==> config.mk <==
export PLATFORM = sky130hd
export DESIGN_NAME = flash_cmd_decoder
export DESIGN_NICKNAME = d
export VERILOG_FILES = /design/src/rtl/fcd_pkg.sv /design/src/rtl/fcd_win_timer.sv /design/src/rtl/fcd_id_read.sv /design/src/rtl/flash_cmd_decoder.sv
export SDC_FILE = /design/constraint.sdc
export NUM_CORES = 1
export LEC_CHECK = 0
export ABC_AREA = 0
export BUFFER_PORTS_ARGS = -buffer_cell sky130_fd_sc_hd__buf_2
export CELL_PAD_IN_SITES_DETAIL_PLACEMENT = 0
export CELL_PAD_IN_SITES_GLOBAL_PLACEMENT = 1
export CORE_AREA = 2 2 120 76
export DETAILED_ROUTE_END_ITERATION = 12
export DIE_AREA = 0 0 122 78
export PLACE_DENSITY_LB_ADDON = 0.1
export RECOVER_POWER = 100
export SLEW_MARGIN = 25
export SYNTH_ARGS = -nofsm -noshare
export SYNTH_HDL_FRONTEND = slang
export SYNTH_SLANG_ARGS = --single-unit
==> constraint.sdc <==
create_clock -name clk -period 4.7 [get_ports clk]
set_input_delay 0.235 -clock clk [delete_from_list [all_inputs] [get_ports clk]]
set_output_delay 0.235 -clock clk [all_outputs]
set_load 0.01 [all_outputs]
==> src/rtl/fcd_pkg.sv <==
package fcd_pkg;

    typedef enum logic [3:0] {
        ST_IDLE,
        ST_KEY1,
        ST_KEY2,
        ST_PGM_ARM,
        ST_ERS_KEY0,
        ST_ERS_KEY1,
        ST_ERS_FINAL,
        ST_ERS_WIN,
        ST_IDENT,
        ST_BUSY,
        ST_BUSY_ERS,
        ST_SUSP
    } fsm_t;

    typedef enum logic [1:0] {
        RM_ARRAY = 2'd0,
        RM_IDENT = 2'd1,
        RM_BUSY  = 2'd2,
        RM_SUSP  = 2'd3
    } rmode_t;

    localparam logic [7:0] CB_KEY1   = 8'hAA;
    localparam logic [7:0] CB_KEY2   = 8'h55;
    localparam logic [7:0] CB_PGM    = 8'hA0;
    localparam logic [7:0] CB_ERASE  = 8'h80;
    localparam logic [7:0] CB_CHIP   = 8'h10;
    localparam logic [7:0] CB_SECT   = 8'h30;
    localparam logic [7:0] CB_IDENT  = 8'h90;
    localparam logic [7:0] CB_SUSP   = 8'hB0;
    localparam logic [7:0] CB_RESET  = 8'hF0;
    localparam logic [7:0] CB_PWRDN  = 8'h20;

endpackage

==> src/rtl/fcd_win_timer.sv <==
module fcd_win_timer #(
    parameter int WIN_CYC = 4000
) (
    input  logic clk,
    input  logic rst_n,
    input  logic restart,
    input  logic run,
    output logic expired
);
    localparam int CW = (WIN_CYC > 2) ? $clog2(WIN_CYC) : 1;
    localparam logic [CW-1:0] LAST = CW'(WIN_CYC - 1);

    logic [CW-1:0] cnt;

    always_ff @(posedge clk) begin
        if (!rst_n) begin
            cnt <= '0;
        end else if (restart) begin
            cnt <= '0;
        end else if (run && cnt != LAST) begin
            cnt <= cnt + 1'b1;
        end
    end

    assign expired = run && (cnt == LAST);

    AST_WIN_LIMIT: assert property (@(posedge clk) disable iff (!rst_n)
        (cnt <= LAST));

    AST_WIN_RESTART: assert property (@(posedge clk) disable iff (!rst_n)
        restart |=> (cnt == '0));

endmodule

==> src/rtl/fcd_id_read.sv <==
module fcd_id_read #(
    parameter int         ADDR_W   = 19,
    parameter int         N_SECT   = 8,
    parameter logic [7:0] MFR_CODE = 8'hC2,
    parameter logic [7:0] DEV_CODE = 8'h4B
) (
    input  logic              ident,
    input  logic [ADDR_W-1:0] rd_addr,
    input  logic [N_SECT-1:0] sect_prot,
    output logic [7:0]        id_data
);
    localparam int SEL_W = $clog2(N_SECT);

    logic [2:0] sel;
    logic       unused_rd;

    assign sel       = {rd_addr[6], rd_addr[1], rd_addr[0]};
    assign unused_rd = ^{rd_addr[ADDR_W-SEL_W-1:7], rd_addr[5:2]};

    always_comb begin
        id_data = 8'h00;
        if (ident) begin
            unique case (sel)
                3'b000:  id_data = MFR_CODE;
                3'b001:  id_data = DEV_CODE;
                3'b010:  id_data = {7'd0, sect_prot[rd_addr[ADDR_W-1 -: SEL_W]]};
                default: id_data = 8'h00;
            endcase
        end
    end

endmodule

==> src/rtl/flash_cmd_decoder.sv <==
module flash_cmd_decoder
    import fcd_pkg::*;
#(
    parameter int         ADDR_W   = 19,
    parameter int         N_SECT   = 8,
    parameter int         WIN_CYC  = 4000,
    parameter logic [7:0] MFR_CODE = 8'hC2,
    parameter logic [7:0] DEV_CODE = 8'h4B
) (
    input  logic              clk,
    input  logic              rst_n,
    input  logic              wr_stb,
    input  logic [ADDR_W-1:0] wr_addr,
    input  logic [7:0]        wr_data,
    input  logic              op_done,
    input  logic [ADDR_W-1:0] rd_addr,
    input  logic [N_SECT-1:0] sect_prot,
    output logic [7:0]        id_data,
    output logic [1:0]        read_mode,
    output logic              cmd_program,
    output logic              cmd_chip_erase,
    output logic              cmd_sect_erase,
    output logic              cmd_suspend,
    output logic              cmd_resume,
    output logic              cmd_reset,
    output logic              cmd_pwrdn,
    output logic [ADDR_W-1:0] cmd_addr,
    output logic [7:0]        cmd_data,
    output logic [N_SECT-1:0] cmd_sect_mask
);
    localparam int SEL_W = $clog2(N_SECT);
    localparam logic [ADDR_W-1:0] UNL_A = ADDR_W'(19'h05555);
    localparam logic [ADDR_W-1:0] UNL_B = ADDR_W'(19'h02AAA);

    fsm_t              st, nxt;
    rmode_t            rm;
    logic [N_SECT-1:0] acc, acc_n, sect_oh;
    logic              hit_a, hit_b, restart, expired;
    logic              p_pgm, p_chip, p_sect, p_susp, p_res, p_rst, p_pd;

    assign hit_a = (wr_addr == UNL_A);
    assign hit_b = (wr_addr == UNL_B);

    always_comb begin
        sect_oh = '0;
        sect_oh[wr_addr[ADDR_W-1 -: SEL_W]] = 1'b1;
    end

    fcd_win_timer #(.WIN_CYC(WIN_CYC)) u_win (
        .clk     (clk),
        .rst_n   (rst_n),
        .restart (restart),
        .run     (st == ST_ERS_WIN),
        .expired (expired)
    );

    fcd_id_read #(
        .ADDR_W   (ADDR_W),
        .N_SECT   (N_SECT),
        .MFR_CODE (MFR_CODE),
        .DEV_CODE (DEV_CODE)
    ) u_id (
        .ident     (st == ST_IDENT),
        .rd_addr   (rd_addr),
        .sect_prot (sect_prot),
        .id_data   (id_data)
    );

    always_comb begin
        nxt     = st;
        acc_n   = acc;
        restart = 1'b0;
        p_pgm   = 1'b0;
        p_chip  = 1'b0;
        p_sect  = 1'b0;
        p_susp  = 1'b0;
        p_res   = 1'b0;
        p_rst   = 1'b0;
        p_pd    = 1'b0;
        unique case (st)
            ST_IDLE, ST_IDENT: if (wr_stb) begin
                nxt = ST_IDLE;
                if (wr_data == CB_KEY1 && hit_a)       nxt   = ST_KEY1;
                else if (wr_data == CB_RESET)          p_rst = 1'b1;
                else if (wr_data == CB_PWRDN && hit_a) p_pd  = 1'b1;
            end
            ST_KEY1: if (wr_stb) begin
                nxt = (wr_data == CB_KEY2 && hit_b) ? ST_KEY2 : ST_IDLE;
            end
            ST_KEY2: if (wr_stb) begin
                nxt = ST_IDLE;
                if (wr_data == CB_RESET) p_rst = 1'b1;
                else if (hit_a) begin
                    if (wr_data == CB_PGM)        nxt = ST_PGM_ARM;
                    else if (wr_data == CB_ERASE) nxt = ST_ERS_KEY0;
                    else if (wr_data == CB_IDENT) nxt = ST_IDENT;
                end
            end
            ST_PGM_ARM: if (wr_stb) begin
                p_pgm = 1'b1;
                nxt   = ST_BUSY;
            end
            ST_ERS_KEY0: if (wr_stb) begin
                nxt = (wr_data == CB_KEY1 && hit_a) ? ST_ERS_KEY1 : ST_IDLE;
            end
            ST_ERS_KEY1: if (wr_stb) begin
                nxt = (wr_data == CB_KEY2 && hit_b) ? ST_ERS_FINAL : ST_IDLE;
            end
            ST_ERS_FINAL: if (wr_stb) begin
                nxt = ST_IDLE;
                if (wr_data == CB_CHIP && hit_a) begin
                    p_chip = 1'b1;
                    nxt    = ST_BUSY;
                end else if (wr_data == CB_SECT) begin
                    acc_n   = sect_oh;
                    restart = 1'b1;
                    nxt     = ST_ERS_WIN;
                end
            end
            ST_ERS_WIN: begin
                if (wr_stb) begin
                    if (wr_data == CB_SECT) begin
                        acc_n   = acc | sect_oh;
                        restart = 1'b1;
                    end else begin
                        nxt = ST_IDLE;
                    end
                end else if (expired) begin
                    p_sect = 1'b1;
                    nxt    = ST_BUSY_ERS;
                end
            end
            ST_BUSY: if (op_done) nxt = ST_IDLE;
            ST_BUSY_ERS: begin
                if (op_done) begin
                    nxt = ST_IDLE;
                end else if (wr_stb && wr_data == CB_SUSP) begin
                    p_susp = 1'b1;
                    nxt    = ST_SUSP;
                end
            end
            ST_SUSP: if (wr_stb && wr_data == CB_SECT) begin
                p_res = 1'b1;
                nxt   = ST_BUSY_ERS;
            end
            default: nxt = ST_IDLE;
        endcase
    end

    always_ff @(posedge clk) begin
        if (!rst_n) begin
            st  <= ST_IDLE;
            acc <= '0;
        end else begin
            st  <= nxt;
            acc <= acc_n;
        end
    end

    always_ff @(posedge clk) begin
        if (!rst_n) begin
            cmd_program    <= 1'b0;
            cmd_chip_erase <= 1'b0;
            cmd_sect_erase <= 1'b0;
            cmd_suspend    <= 1'b0;
            cmd_resume     <= 1'b0;
            cmd_reset      <= 1'b0;
            cmd_pwrdn      <= 1'b0;
            cmd_addr       <= '0;
            cmd_data       <= '0;
            cmd_sect_mask  <= '0;
        end else begin
            cmd_program    <= p_pgm;
            cmd_chip_erase <= p_chip;
            cmd_sect_erase <= p_sect;
            cmd_suspend    <= p_susp;
            cmd_resume     <= p_res;
            cmd_reset      <= p_rst;
            cmd_pwrdn      <= p_pd;
            if (p_pgm) begin
                cmd_addr <= wr_addr;
                cmd_data <= wr_data;
            end
            if (p_sect) cmd_sect_mask <= acc;
        end
    end

    always_comb begin
        unique case (st)
            ST_IDENT:             rm = RM_IDENT;
            ST_BUSY, ST_BUSY_ERS: rm = RM_BUSY;
            ST_SUSP:              rm = RM_SUSP;
            default:              rm = RM_ARRAY;
        endcase
    end
    assign read_mode = rm;

    AST_ONE_PULSE: assert property (@(posedge clk) disable iff (!rst_n)
        $onehot0({cmd_program, cmd_chip_erase, cmd_sect_erase, cmd_suspend,
                  cmd_resume, cmd_reset, cmd_pwrdn}));

    AST_PGM_SHORT: assert property (@(posedge clk) disable iff (!rst_n)
        cmd_program |=> !cmd_program);

    AST_PGM_FROM_ARM: assert property (@(posedge clk) disable iff (!rst_n)
        cmd_program |-> ($past(st) == ST_PGM_ARM));

    AST_MASK_NONZERO: assert property (@(posedge clk) disable iff (!rst_n)
        cmd_sect_erase |-> (cmd_sect_mask != '0));

    AST_BUSY_HOLD: assert property (@(posedge clk) disable iff (!rst_n)
        (rm == RM_BUSY && !op_done && !(wr_stb && wr_data == CB_SUSP))
        |=> (rm == RM_BUSY));

    AST_RESUME_SRC: assert property (@(posedge clk) disable iff (!rst_n)
        cmd_resume |-> ($past(rm) == RM_SUSP));

    AST_BUSY_AFTER_ISSUE: assert property (@(posedge clk) disable iff (!rst_n)
        (cmd_program || cmd_chip_erase || cmd_sect_erase) |-> (rm == RM_BUSY));

endmodule

==> impl_metrics.tcl <==
set metrics [dict create \
    grt_pass1_wl_um 14700 \
    grt_pass1_vias 2837 \
    wire_per_inst_um 15.6 \
    status "completed" \
    path_buf_inv 1 \
    clock_skew_ps 4.95 \
    tightest_slew_ps 1230 \
    final_hold_viol_count 0 \
    dr.pass1.iters 5 \
    place.gp.congestion 0.839 \
    dieArea_mm2 0.00952 \
    final-max-slew-violation-count 0 \
    via_count 3124 \
    core_area_mm2 0.00830 \
    holdBufCountCts 0 \
    grt_util_met3_pct 4.71 \
    synth_area_leaders "dfxtp_1 (41%), nand2_1 (10%), a21oi_1 (6.3%)" \
    ant_nets 0 \
    p_leak_nw 1.38 \
    required_ps 4960 \
    grt_use_total_pct 19.6 \
    syn-cell-area_mm2 0.00320 \
    antenna_found_initial 0 \
    fin_crit_sh_pct 58.2 \
    syn_avg_cell_area_um2 8.31 \
    met1_usage_pct 31.6 \
    area_growth_pct 22.8 \
    numCtsBuffers 9 \
    rsz0062_at_grt "no" \
    ir_worst_vdd_uv 165 \
    tns_ps 0 \
    start_util_pct 38.6 \
    cts_resized 0 \
    synthFlopType "dfxtp_1" \
    die_y_um 78 \
    grt_max_degree 42 \
    fin_crit_ps 2740 \
    path_delay_family "buffers and inverters" \
    wirelength_um 9150 \
    final_core_util_pct 47.4 \
    busiest_layer "met1" \
    path_cells "nand2_1, nor4b_1, clkbuf_1, nand2_1, a21oi_1" \
    synth.distinct_cells 54 \
    clock.fmax_mhz 365 \
    maxCapViolations 0 \
    synth_most_common_cell "nand2_1" \
    clock_sinks 66 \
    synth_warnings 0 \
    synth_common_cells "nand2_1 (85), dfxtp_1 (66), a21oi_1 (40)" \
    clkTransAtPathRegs_ps 60 \
    ios 110 \
    diodes 0 \
    power_density_mw_per_mm2 323 \
    groute.layer.met2.usage_pct 25.5 \
    ys_ff_latch 66 \
    via_per_inst 5.31 \
    postCtsSetupRepairBufs 0 \
    crit_top_cell "nand2_1" \
    critPathArrivalTime_ps 2990 \
    hp-class "in2reg" \
    max_stage_delay_ps 930 \
    cts_root_buf "clkbuf_16" \
    htree_levels 3 \
    cp_slowest_cell "clkbuf_1" \
    hpwl_um 6580 \
    drive_gt1_share_pct 14.9 \
    rows 26 \
    drc_errors 0 \
    dr.first_iter.drc_count 260 \
    async_flop_share_pct 0 \
    cts_buffer_depth 2 \
    clk_latency_ps 330 \
    numPortBuffers 93 \
    overflow 0 \
    final-setup-viol-count 0 \
    ys_seq_area_share_pct 41.3 \
    final_net_count 530 \
    path_class "reg2reg" \
    syn_inst 385 \
    synthDominantCellAreaShare_pct 41.3 \
    worst-path-max-fanout 27 \
    startpoint_type "flop" \
    worst_setup_path_end_kind "flop" \
    cts_tree "built" \
    maxSlewHeadroom_pct 18.1 \
    die_w_um 122 \
    synth_edf_count 0 \
    yosysTopAreaCell "dfxtp_1" \
]
## tightest hold or removal path, delay by kind of cell
family | cells | cell delay, ps
simple gates | 1 | 50
compound gates | 1 | 50
buf+inv | 1 | 110
## cells by family after synthesis
group	Yosys count	share of synthesized area, %
AO/OA/AOI/OAI	74	14.9
XOR/XNOR	7	1.92
adder cells (fa/ha/maj)	1	0.391
buffers and inverters	30	4.18
flip-flops	66	41.3
multiplexers	11	4.26
other	1	0.117
AND/OR/NAND/NOR	195	32.9
## final cells by class
class,instances,area [µm²]
clock buffer,11,253
clock inverter,5,38.8
fill,894,4370
inverter,6,22.5
multi-input combinational,291,1720
sequential,66,1320
tap,112,140
timing repair buffer,97,430
## routing by layer
| metal | share of wire (%) | vias up |
|---|---|---|
| met5 | 0 | - |
| met4 | 0.60 | 0 |
| met3 | 7.3 | 7 |
| met2 | 38 | 115 |
| met1 | 54 | 1447 |
| li1 | - | 1555 |
## path summary, 6_finish.rpt
| check | cells after the start | to | slack (ps) | start |
|---|---|---|---|---|
| worst max-delay path | 5 | cmd_data[5] | 1960 | st[0] |
| worst max register to register | 5 | cmd_data[5] | 1960 | st[0] |
| worst min register to register | 2 | cmd_sect_mask[5] | 450 | cmd_sect_mask[5] |
| worst min-delay path | 3 | cmd_addr[3] | 160 | wr_addr[3] |
## metrics by stage
stage / setup slack [ps] / area [µm²] / cells / hold WS [ps] / power (mW)
2_1_floorplan: 2900 / 3210 / 387 / 338 / 0.604
3_3_place_gp: 2200 / 3730 / 572 / 438 / 0.641
3_5_place_dp: 2170 / 3730 / 572 / 444 / 0.641
4_1_cts: 2160 / 4020 / 588 / 155 / 1.28
5_1_grt: 1640 / 3930 / 588 / 167 / 1.31
6_report: 1960 / 3930 / 588 / 164 / 1.27
## placed cells by master, fill, tap and decap left out, types with 3 or more instances in the layout
master,count
nand2_1,86
dfxtp_1,66
clkbuf_1,50
buf_2,44
a21oi_1,40
nor2_1,20
nand3_1,16
nor4_1,13
nand4_1,10
clkbuf_16,9
mux2i_1,8
nor2b_1,8
nor4bb_1,8
nor4b_1,7
xnor2_1,7
inv_1,6
o31ai_1,6
nand2b_1,5
o21ai_0,5
a32o_1,4
and3_1,3
a21o_1,3
nor3_1,3
conb_1,3
clkinv_4,3
buf_4,3
## flip-flops by register name, indices dropped and copies added, names as in the netlist, 4 cells and up
register / flops
cmd_addr: 19
u_win.cnt: 12
acc: 8
cmd_data: 8
cmd_sect_mask: 8
st: 4
## power by group
part,internal (mW),leakage [nW],switching (mW)
clock,0.387,0.142,0.252
sequential,0.560,0.531,0.00000351
combinational,0.0273,0.709,0.0419
total,0.974,1.38,0.293
Note: power is estimated with default switching activity, not from simulation.
